--- config.mk ---
export PLATFORM = sky130hd
export DESIGN_NAME = seq_muldiv
export DESIGN_NICKNAME = d
export VERILOG_FILES = /design/src/rtl/muldiv_pkg.sv /design/src/rtl/md_operand_prep.sv /design/src/rtl/md_adder.sv /design/src/rtl/md_step_unit.sv /design/src/rtl/md_sign_fix.sv /design/src/rtl/seq_muldiv.sv
export SDC_FILE = /design/constraint.sdc
export NUM_CORES = 1
export LEC_CHECK = 0
export ABC_CLOCK_PERIOD_IN_PS = 4000
export BUFFER_PORTS_ARGS = -buffer_cell sky130_fd_sc_hd__buf_2
export CELL_PAD_IN_SITES_DETAIL_PLACEMENT = 0
export CELL_PAD_IN_SITES_GLOBAL_PLACEMENT = 1
export CORE_AREA = 4 4 171 206
export CTS_CLUSTER_DIAMETER = 80
export DETAILED_ROUTE_END_ITERATION = 8
export DIE_AREA = 0 0 175 210
export GPL_TIMING_DRIVEN = 0
export PLACE_DENSITY = 0.8
export SETUP_SLACK_MARGIN = 0.15
export SYNTH_ARGS = -nofsm -noshare
export SYNTH_HDL_FRONTEND = slang
export SYNTH_SLANG_ARGS = --single-unit
--- constraint.sdc ---
create_clock -name clk -period 4 [get_ports clk]
set_clock_uncertainty 0.15 [all_clocks]
set_input_delay 0.6 -clock clk [delete_from_list [all_inputs] [get_ports clk]]
set_output_delay 0.6 -clock clk [all_outputs]
set_load 0.05 [all_outputs]
--- src/rtl/muldiv_pkg.sv ---
package muldiv_pkg;
  typedef enum logic [1:0] {
    OP_MUL  = 2'd0,
    OP_MULU = 2'd1,
    OP_DIV  = 2'd2,
    OP_DIVU = 2'd3
  } md_op_e;

  typedef enum logic [1:0] {
    ST_IDLE = 2'd0,
    ST_STEP = 2'd1,
    ST_FIN  = 2'd2
  } md_state_e;
endpackage

--- src/rtl/md_operand_prep.sv ---
// Converts operands to magnitudes and works out the result sign corrections.
module md_operand_prep #(
  parameter int W = 32
) (
  input  logic [W-1:0] a,
  input  logic [W-1:0] b,
  input  logic [1:0]   op,
  output logic [W-1:0] mag_a,
  output logic [W-1:0] mag_b,
  output logic         neg_lo,
  output logic         neg_hi
);
  logic signed_op, sa, sb;

  always_comb begin
    signed_op = ~op[0];
    sa        = signed_op & a[W-1];
    sb        = signed_op & b[W-1];
    mag_a     = sa ? ({W{1'b0}} - a) : a;
    mag_b     = sb ? ({W{1'b0}} - b) : b;
    neg_lo    = sa ^ sb;
    // remainder follows the dividend; product halves follow the product
    neg_hi    = op[1] ? sa : (sa ^ sb);
  end
endmodule

--- src/rtl/md_adder.sv ---
// The single adder shared by both operations; the top bit is the carry out.
module md_adder #(
  parameter int W = 32
) (
  input  logic [W:0]   x,
  input  logic [W:0]   y,
  input  logic         cin,
  output logic [W+1:0] s
);
  assign s = {1'b0, x} + {1'b0, y} + {{(W+1){1'b0}}, cin};
endmodule

--- src/rtl/md_step_unit.sv ---
// One iteration of shift-and-add multiply or compare-subtract division.
module md_step_unit #(
  parameter int W = 32
) (
  input  logic [2*W-1:0] acc,
  input  logic [W-1:0]   opnd,
  input  logic           is_div,
  output logic [2*W-1:0] acc_nxt
);
  logic [W:0]   add_x, add_y;
  logic         add_cin;
  logic [W+1:0] add_s;

  always_comb begin
    if (is_div) begin
      add_x   = acc[2*W-1:W-1];
      add_y   = ~{1'b0, opnd};
      add_cin = 1'b1;
    end else begin
      add_x   = {1'b0, acc[2*W-1:W]};
      add_y   = {1'b0, opnd};
      add_cin = 1'b0;
    end
  end

  md_adder #(.W(W)) u_add (
    .x   (add_x),
    .y   (add_y),
    .cin (add_cin),
    .s   (add_s)
  );

  always_comb begin
    if (is_div) begin
      // carry out set means no borrow: keep the difference, quotient bit 1
      if (add_s[W+1]) acc_nxt = {add_s[W-1:0], acc[W-2:0], 1'b1};
      else            acc_nxt = {acc[2*W-2:0], 1'b0};
    end else begin
      if (acc[0]) acc_nxt = {add_s[W:0], acc[W-1:1]};
      else        acc_nxt = {1'b0, acc[2*W-1:1]};
    end
  end
endmodule

--- src/rtl/md_sign_fix.sv ---
// Applies the sign corrections to the magnitude result.
module md_sign_fix #(
  parameter int W = 32
) (
  input  logic [2*W-1:0] acc,
  input  logic           is_div,
  input  logic           neg_lo,
  input  logic           neg_hi,
  output logic [W-1:0]   hi,
  output logic [W-1:0]   lo
);
  logic [2*W-1:0] prod;

  always_comb begin
    prod = neg_lo ? ({(2*W){1'b0}} - acc) : acc;
    if (is_div) begin
      lo = neg_lo ? ({W{1'b0}} - acc[W-1:0])   : acc[W-1:0];
      hi = neg_hi ? ({W{1'b0}} - acc[2*W-1:W]) : acc[2*W-1:W];
    end else begin
      lo = prod[W-1:0];
      hi = prod[2*W-1:W];
    end
  end
endmodule

--- src/rtl/seq_muldiv.sv ---
module seq_muldiv
  import muldiv_pkg::*;
#(
  parameter int W = 32
) (
  input  logic         clk,
  input  logic         rst_n,
  input  logic         start,
  input  logic [1:0]   op_sel,
  input  logic [W-1:0] opnd_a,
  input  logic [W-1:0] opnd_b,
  output logic         busy,
  output logic         done,
  output logic [W-1:0] hi,
  output logic [W-1:0] lo
);
  localparam int CW = (W > 2) ? $clog2(W) : 1;
  localparam logic [CW-1:0] LAST_STEP = CW'(W - 1);

  md_state_e      state_q;
  logic [CW-1:0]  cnt_q;
  logic [2*W-1:0] acc_q, acc_nxt;
  logic [W-1:0]   opnd_q;
  logic           is_div_q, neg_lo_q, neg_hi_q;
  logic [W-1:0]   hi_q, lo_q, hi_fix, lo_fix;
  logic           done_q;
  logic [W-1:0]   mag_a, mag_b;
  logic           neg_lo_c, neg_hi_c;

  md_operand_prep #(.W(W)) u_prep (
    .a      (opnd_a),
    .b      (opnd_b),
    .op     (op_sel),
    .mag_a  (mag_a),
    .mag_b  (mag_b),
    .neg_lo (neg_lo_c),
    .neg_hi (neg_hi_c)
  );

  md_step_unit #(.W(W)) u_step (
    .acc     (acc_q),
    .opnd    (opnd_q),
    .is_div  (is_div_q),
    .acc_nxt (acc_nxt)
  );

  md_sign_fix #(.W(W)) u_fix (
    .acc    (acc_q),
    .is_div (is_div_q),
    .neg_lo (neg_lo_q),
    .neg_hi (neg_hi_q),
    .hi     (hi_fix),
    .lo     (lo_fix)
  );

  always_ff @(posedge clk or negedge rst_n) begin
    if (!rst_n) begin
      state_q  <= ST_IDLE;
      cnt_q    <= '0;
      acc_q    <= '0;
      opnd_q   <= '0;
      is_div_q <= 1'b0;
      neg_lo_q <= 1'b0;
      neg_hi_q <= 1'b0;
      hi_q     <= '0;
      lo_q     <= '0;
      done_q   <= 1'b0;
    end else begin
      done_q <= 1'b0;
      unique case (state_q)
        ST_IDLE: begin
          if (start) begin
            acc_q    <= {{W{1'b0}}, (op_sel[1] ? mag_a : mag_b)};
            opnd_q   <= op_sel[1] ? mag_b : mag_a;
            is_div_q <= op_sel[1];
            neg_lo_q <= neg_lo_c;
            neg_hi_q <= neg_hi_c;
            cnt_q    <= '0;
            state_q  <= ST_STEP;
          end
        end
        ST_STEP: begin
          acc_q <= acc_nxt;
          cnt_q <= cnt_q + 1'b1;
          if (cnt_q == LAST_STEP) state_q <= ST_FIN;
        end
        ST_FIN: begin
          hi_q    <= hi_fix;
          lo_q    <= lo_fix;
          done_q  <= 1'b1;
          state_q <= ST_IDLE;
        end
        default: state_q <= ST_IDLE;
      endcase
    end
  end

  assign busy = (state_q != ST_IDLE);
  assign done = done_q;
  assign hi   = hi_q;
  assign lo   = lo_q;
endmodule

# ---- Yosys cells after proc, flatten, opt, wreduce, memory -nomap -nowiden
# Cells that the tools add are included.
dict set report totals {
  in_bits 69
  regBits 171
  out_inout_bits 66
  elab_cells 58
}
dict set report op_classes {
  addsub 8
  mux 24
  reduce_logical 6
  n_eq_ne 5
  bitwise_logic 5
}
# op count
set op_table {}
lappend op_table {{$mux 64} 5}
lappend op_table {{$mux 32} 8}
lappend op_table {{$pmux 64 s2} 1}
lappend op_table {{$sub 1x32->32 const A} 4}
lappend op_table {{$mux 33} 2}
lappend op_table {{$sub 1x64->64 const A} 1}
lappend op_table {{$add 33x33->34} 1}
lappend op_table {{$add 34x1->34} 1}
lappend op_table {{$not 32->33} 1}
lappend op_table {{$pmux 5 s2} 1}
lappend op_table {{$reduce_and 2->1} 3}
lappend op_table {{$add 5x1->5 const B} 1}
lappend op_table {{$eq 5x5->1 const B} 1}
lappend op_table {{$mux 5} 1}
lappend op_table {{$mux 2} 2}
lappend op_table {{$ne 2x2->1 const B} 2}
lappend op_table {{$pmux 2 s2} 1}
lappend op_table {{$reduce_bool 2->1} 2}
lappend op_table {{$mux 1} 3}
lappend op_table {{$and 1x1->1} 2}
lappend op_table {{$eq 2x1->1 const B} 1}
lappend op_table {{$eq 2x2->1 const B} 1}
lappend op_table {{$logic_not 2->1} 1}
lappend op_table {{$not 1->1} 1}
lappend op_table {{$xor 1x1->1} 1}

# ---- Depth between registers and ports, before layout
dict set report logic_depth {
  ltp_word 7
  mapped_depth 19
  ltp_nobuf 12
}

# ---- Cells and area by module
# From an unflattened synthesis, not the netlist that was laid out.
dict set report unflattened {
  hier_cells 1669
  hier_area_um2 14950.6
}
# module instances cells_per_inst area_each_um2 seq_area_each_um2
set modules_own_cells {}
lappend modules_own_cells {seq_muldiv 1 668 7353.3 4279.1}
lappend modules_own_cells {md_step_unit 1 218 2274.7 0.0}
lappend modules_own_cells {md_adder 1 292 2099.5 0.0}
lappend modules_own_cells {md_sign_fix 1 270 1700.4 0.0}
lappend modules_own_cells {md_operand_prep 1 221 1522.7 0.0}

# ---- Worst setup path after synthesis
# No wires, ideal clock.
dict set report synth_timing {
  kind {flip-flop to flip-flop}
  from {reg is_div_q}
  to {reg acc_q[42]}
  slack_ns -0.274
  synth_period_minus_slack_ns 4.274
  stages_incl_launch_ff 17
  setup_time_ns 0.135
  t_arrival_ns 3.989
  n_path_buf 6
  required_time_ns 3.715
  path_cell_list {dfrtp_1 buf_2 clkbuf_1 buf_1 clkbuf_1 xor2_1 ha_1 a21o_1 o21bai_1 a221o_1 o41ai_2 o31a_1 buf_2 nand2_1 buf_2 o22ai_1 o31ai_1}
}
dict set report synth_between {
  elab_chain_cells 6
  word_cells_on_any_way 9
  cone_classes {add/sub: 2; mux: 7}
}
# element line
set synth_lines {}
lappend synth_lines {{start: declaration} seq_muldiv.sv:24} ;# logic is_div_q, neg_lo_q, neg_hi_q;
lappend synth_lines {{start signal: assignment} seq_muldiv.sv:75} ;# is_div_q <= op_sel[1];
lappend synth_lines {{$mux 33} md_step_unit.sv:15} ;# if (is_div) begin
lappend synth_lines {{$add 33x33->34} md_adder.sv:10} ;# assign s = {1'b0, x} + {1'b0, y} + {{(W+1){1'b0}}, cin};
lappend synth_lines {{$add 34x1->34} md_adder.sv:10}
lappend synth_lines {{$mux 64, on equally long branches} {md_step_unit.sv:39, md_step_unit.sv:36}}
lappend synth_lines {{$mux 64 *} md_step_unit.sv:34} ;# if (is_div) begin
lappend synth_lines {{$pmux 64 s2 *} seq_muldiv.sv:70} ;# unique case (state_q)
lappend synth_lines {{end signal: assignment} seq_muldiv.sv:73} ;# acc_q <= {{W{1'b0}}, (op_sel[1] ? mag_a : mag_b)};
lappend synth_lines {{end signal: assignment} seq_muldiv.sv:83} ;# acc_q <= acc_nxt;
lappend synth_lines {{end: declaration} seq_muldiv.sv:22} ;# logic [2*W-1:0] acc_q, acc_nxt;
# Every way passes the cells marked *; elsewhere a longest branch is shown, timed or not.
# A chain may end at the register's enable or synchronous reset.

# ---- Worst setup path after layout
dict set report layout_timing {
  from {reg is_div_q}
  to {reg acc_q[62]}
}
# The elaborated chain is that of the path after synthesis.

==> impl_metrics.tcl <==
set metrics [dict create \
    synth_top_area_share_pct 31.8 \
    globalRouteOverflowTotal 0 \
    fin_crit_sh_pct 97.1 \
    num_rows 73 \
    ys_warn_count 0 \
    rsz0062_at_grt "true" \
    yosys-top-cells-area "dfrtp_1, o21ai_0, xor2_1" \
    grt_max_degree 112 \
    nFillCells 3291 \
    clock_latency_ns 0.45 \
    io_buffers 133 \
    root_buffer "clkbuf_16" \
    final_layout_size_suffix_gt1_share_pct 20.1 \
    numCtsBuffers 17 \
    cp_slowest_stage_delay_ns 0.40 \
    grt_pass1_vias 13200 \
    syn2layout_area_growth_pct 22.2 \
    antenna_found_initial 0 \
    drt_iter0_drc 984 \
    crit_type "reg -> reg" \
    die_h_um 210 \
    synth-seq-cells 171 \
    dp.cells 2266 \
    syn_area_um2 13400 \
    synth_edf_count 0 \
    initial_core_util_pct 40.7 \
    core_area_um2 33100 \
    cpLargestDelayFamily "compound AO/OA/AOI/OAI gates" \
    min-delay-path-class "reg -> reg" \
    tightestPinTransition_ns 0.991 \
    drv_slew 0 \
    clk_pin_slew_ns 0.07 \
    cts_tree "done" \
    crit_path_end_kind "register" \
    path_buf_inv 7 \
    final_common_cell "nand2_1" \
    hold_viol_final 0 \
    startpoint_type "register" \
    r2r_cells 17 \
    dieArea_um2 36800 \
    maxSlewHeadroom_pct 33.7 \
    drc 0 \
    h-tree-depth 4 \
    worstPathRequired_ns 4.19 \
    synth_nets 1789 \
    ios 135 \
    die_x_um 175 \
    final_cells 2341 \
    track_usage_pct 25.9 \
    fmax_ghz 0.258 \
    hold_depth 2 \
    clock-sinks 171 \
    dpl_cell_area_um2 14700 \
    wl_per_cell_um 21.0 \
    drv_cap 0 \
    drtAntennaViolNets 0 \
    finalWirelength_um 49100 \
    yosysSeqAreaShare_pct 31.8 \
    crit_slowest_cell "dfrtp_1" \
    crit_chain "buf_8 -> clkbuf_16 -> buf_12 -> clkbuf_8 -> xor2_2 -> ha_1 -> a21oi_2 -> o31a_1 -> o21ai_1 -> a21bo_4 -> o41ai_4 -> buf_4 -> o31ai_4 -> buf_8 -> buf_4 -> or3_4 -> a32o_2" \
    post-route-min-period_ns 3.88 \
    syn_avg_cell_area_um2 8.00 \
    final_net_count 1985 \
    async_flop_share_pct 100 \
    yosys_most_used_dff "dfrtp_1" \
    crit_fanout 10 \
    netlist_instances 1682 \
    num_antenna_cells 0 \
    layout.cells.most_common_list "nand2_1, o21ai_0, dfrtp_1" \
    yosysTopAreaCell "dfrtp_1" \
    fin_area_um2 16400 \
    detailed_place_hpwl_um 38500 \
    cts_max_path_buffers 2 \
    grt_pass1_wl_um 74600 \
    status "finished clean" \
    arrival_ns 4.07 \
    dr.pass1.iters 6 \
    cp_num_cells 17 \
    setup-violations-final 0 \
    place_congestion 0.942 \
    drt-vias-per-instance 5.73 \
    via_count 13400 \
    ys_types 70 \
]
synthesized netlist by cell type (13+ instances only):
library cell / number
nand2_1: 219
o21ai_0: 198
dfrtp_1: 171
a21oi_1: 128
nor2_1: 127
clkbuf_1: 117
xor2_1: 112
xnor2_1: 70
a211oi_1: 46
mux2_2: 42
mux2i_1: 40
ha_1: 37
nor3_1: 36
o31ai_1: 25
nand3_1: 24
inv_1: 21
a21o_1: 20
nor2b_1: 19
or3_1: 16
buf_1: 13
nor4_1: 13
through the flow:
step	TNS (ns)	util (%)	hold WS, ns	setup WS, ns
after floorplan	0	-	0.154	0.152
after global placement	-122.19	44.5	0.308	-1.46
after detailed placement	-41.85	44.6	0.315	-1.44
after CTS	0	48.4	0.330	0.130
after global routing	0	49.7	0.343	0.0365
final	0	49.7	0.322	0.117
layout make-up:
cell class / count / area (um2) / area share [%]
multi-input combinational: 1349 / 9120 / 55.4
clock inverter: 14 / 148 / 0.898
tap: 450 / 563 / 3.42
clock buffer: 18 / 429 / 2.61
inverter: 22 / 82.6 / 0.502
sequential: 171 / 4280 / 26.0
timing repair buffer: 177 / 1060 / 6.45
buffer: 140 / 763 / 4.64
worst register-to-register path, cell delays in order, from the launching register on:
cell and delay (ns):
dfrtp_1 0.40, buf_8 0.14, clkbuf_16 0.17, buf_12 0.16, clkbuf_8 0.18, xor2_2 0.21, ha_1 0.22, a21oi_2 0.13
o31a_1 0.21, o21ai_1 0.11, a21bo_4 0.26, o41ai_4 0.28, buf_4 0.20, o31ai_4 0.08, buf_8 0.16, buf_4 0.15
or3_4 0.31, a32o_2 0.25
logic make-up after synthesis:
logic type               count (synthesis)  synth area share, %
AND/OR/NAND/NOR                        516                 17.7
XOR/XNOR                               182                 11.9
adder cells (fa/ha/maj)                 38                 3.59
AO/OA/AOI/OAI                          531                 23.9
multiplexers                            82                 6.49
flip-flops                             171                 31.8
buffers and inverters                  162                 4.61
routing by layer:
metal	track usage (%)	share of wire, %
met1	31.5	41
met2	45.8	49
met3	3.32	4.9
met4	11.9	4.9
met5	0	0
registers in the layout, summed over array words and instances (netlist names):
register	count
neg_lo_q	1
hi	32
state_q	2
is_div_q	1
acc_q	64
neg_hi_q	1
cnt_q	5
lo	32
done	1
opnd_q	32
path summary, 6_finish.rpt:
| kind | startpoint | to | slack [ns] |
|---|---|---|---|
| max | is_div_q | acc_q[62] | 0.12 |
| min | hi[14] | hi[14] | 0.32 |
| max reg2reg | is_div_q | acc_q[62] | 0.12 |
| min reg2reg | hi[14] | hi[14] | 0.32 |
| max in group asynchronous | rst_n | opnd_q[26] | 2.24 |
| min in group asynchronous | rst_n | hi[2] | 0.52 |
repair_timing:
item / 4_1_cts / 5_1_grt
pin swaps: 21 / 30
endpoints found under the setup margin: 50 / 47
gates resized for setup: 100 / 103
hold buffers: 1 / 0
setup buffers: 30 / 10
cloned: 1 / 1
hold endpoints to repair: 60 / 0
Power is not shown: default switching activity piles up to over one toggle a cycle in this logic, so the estimate is an artifact.
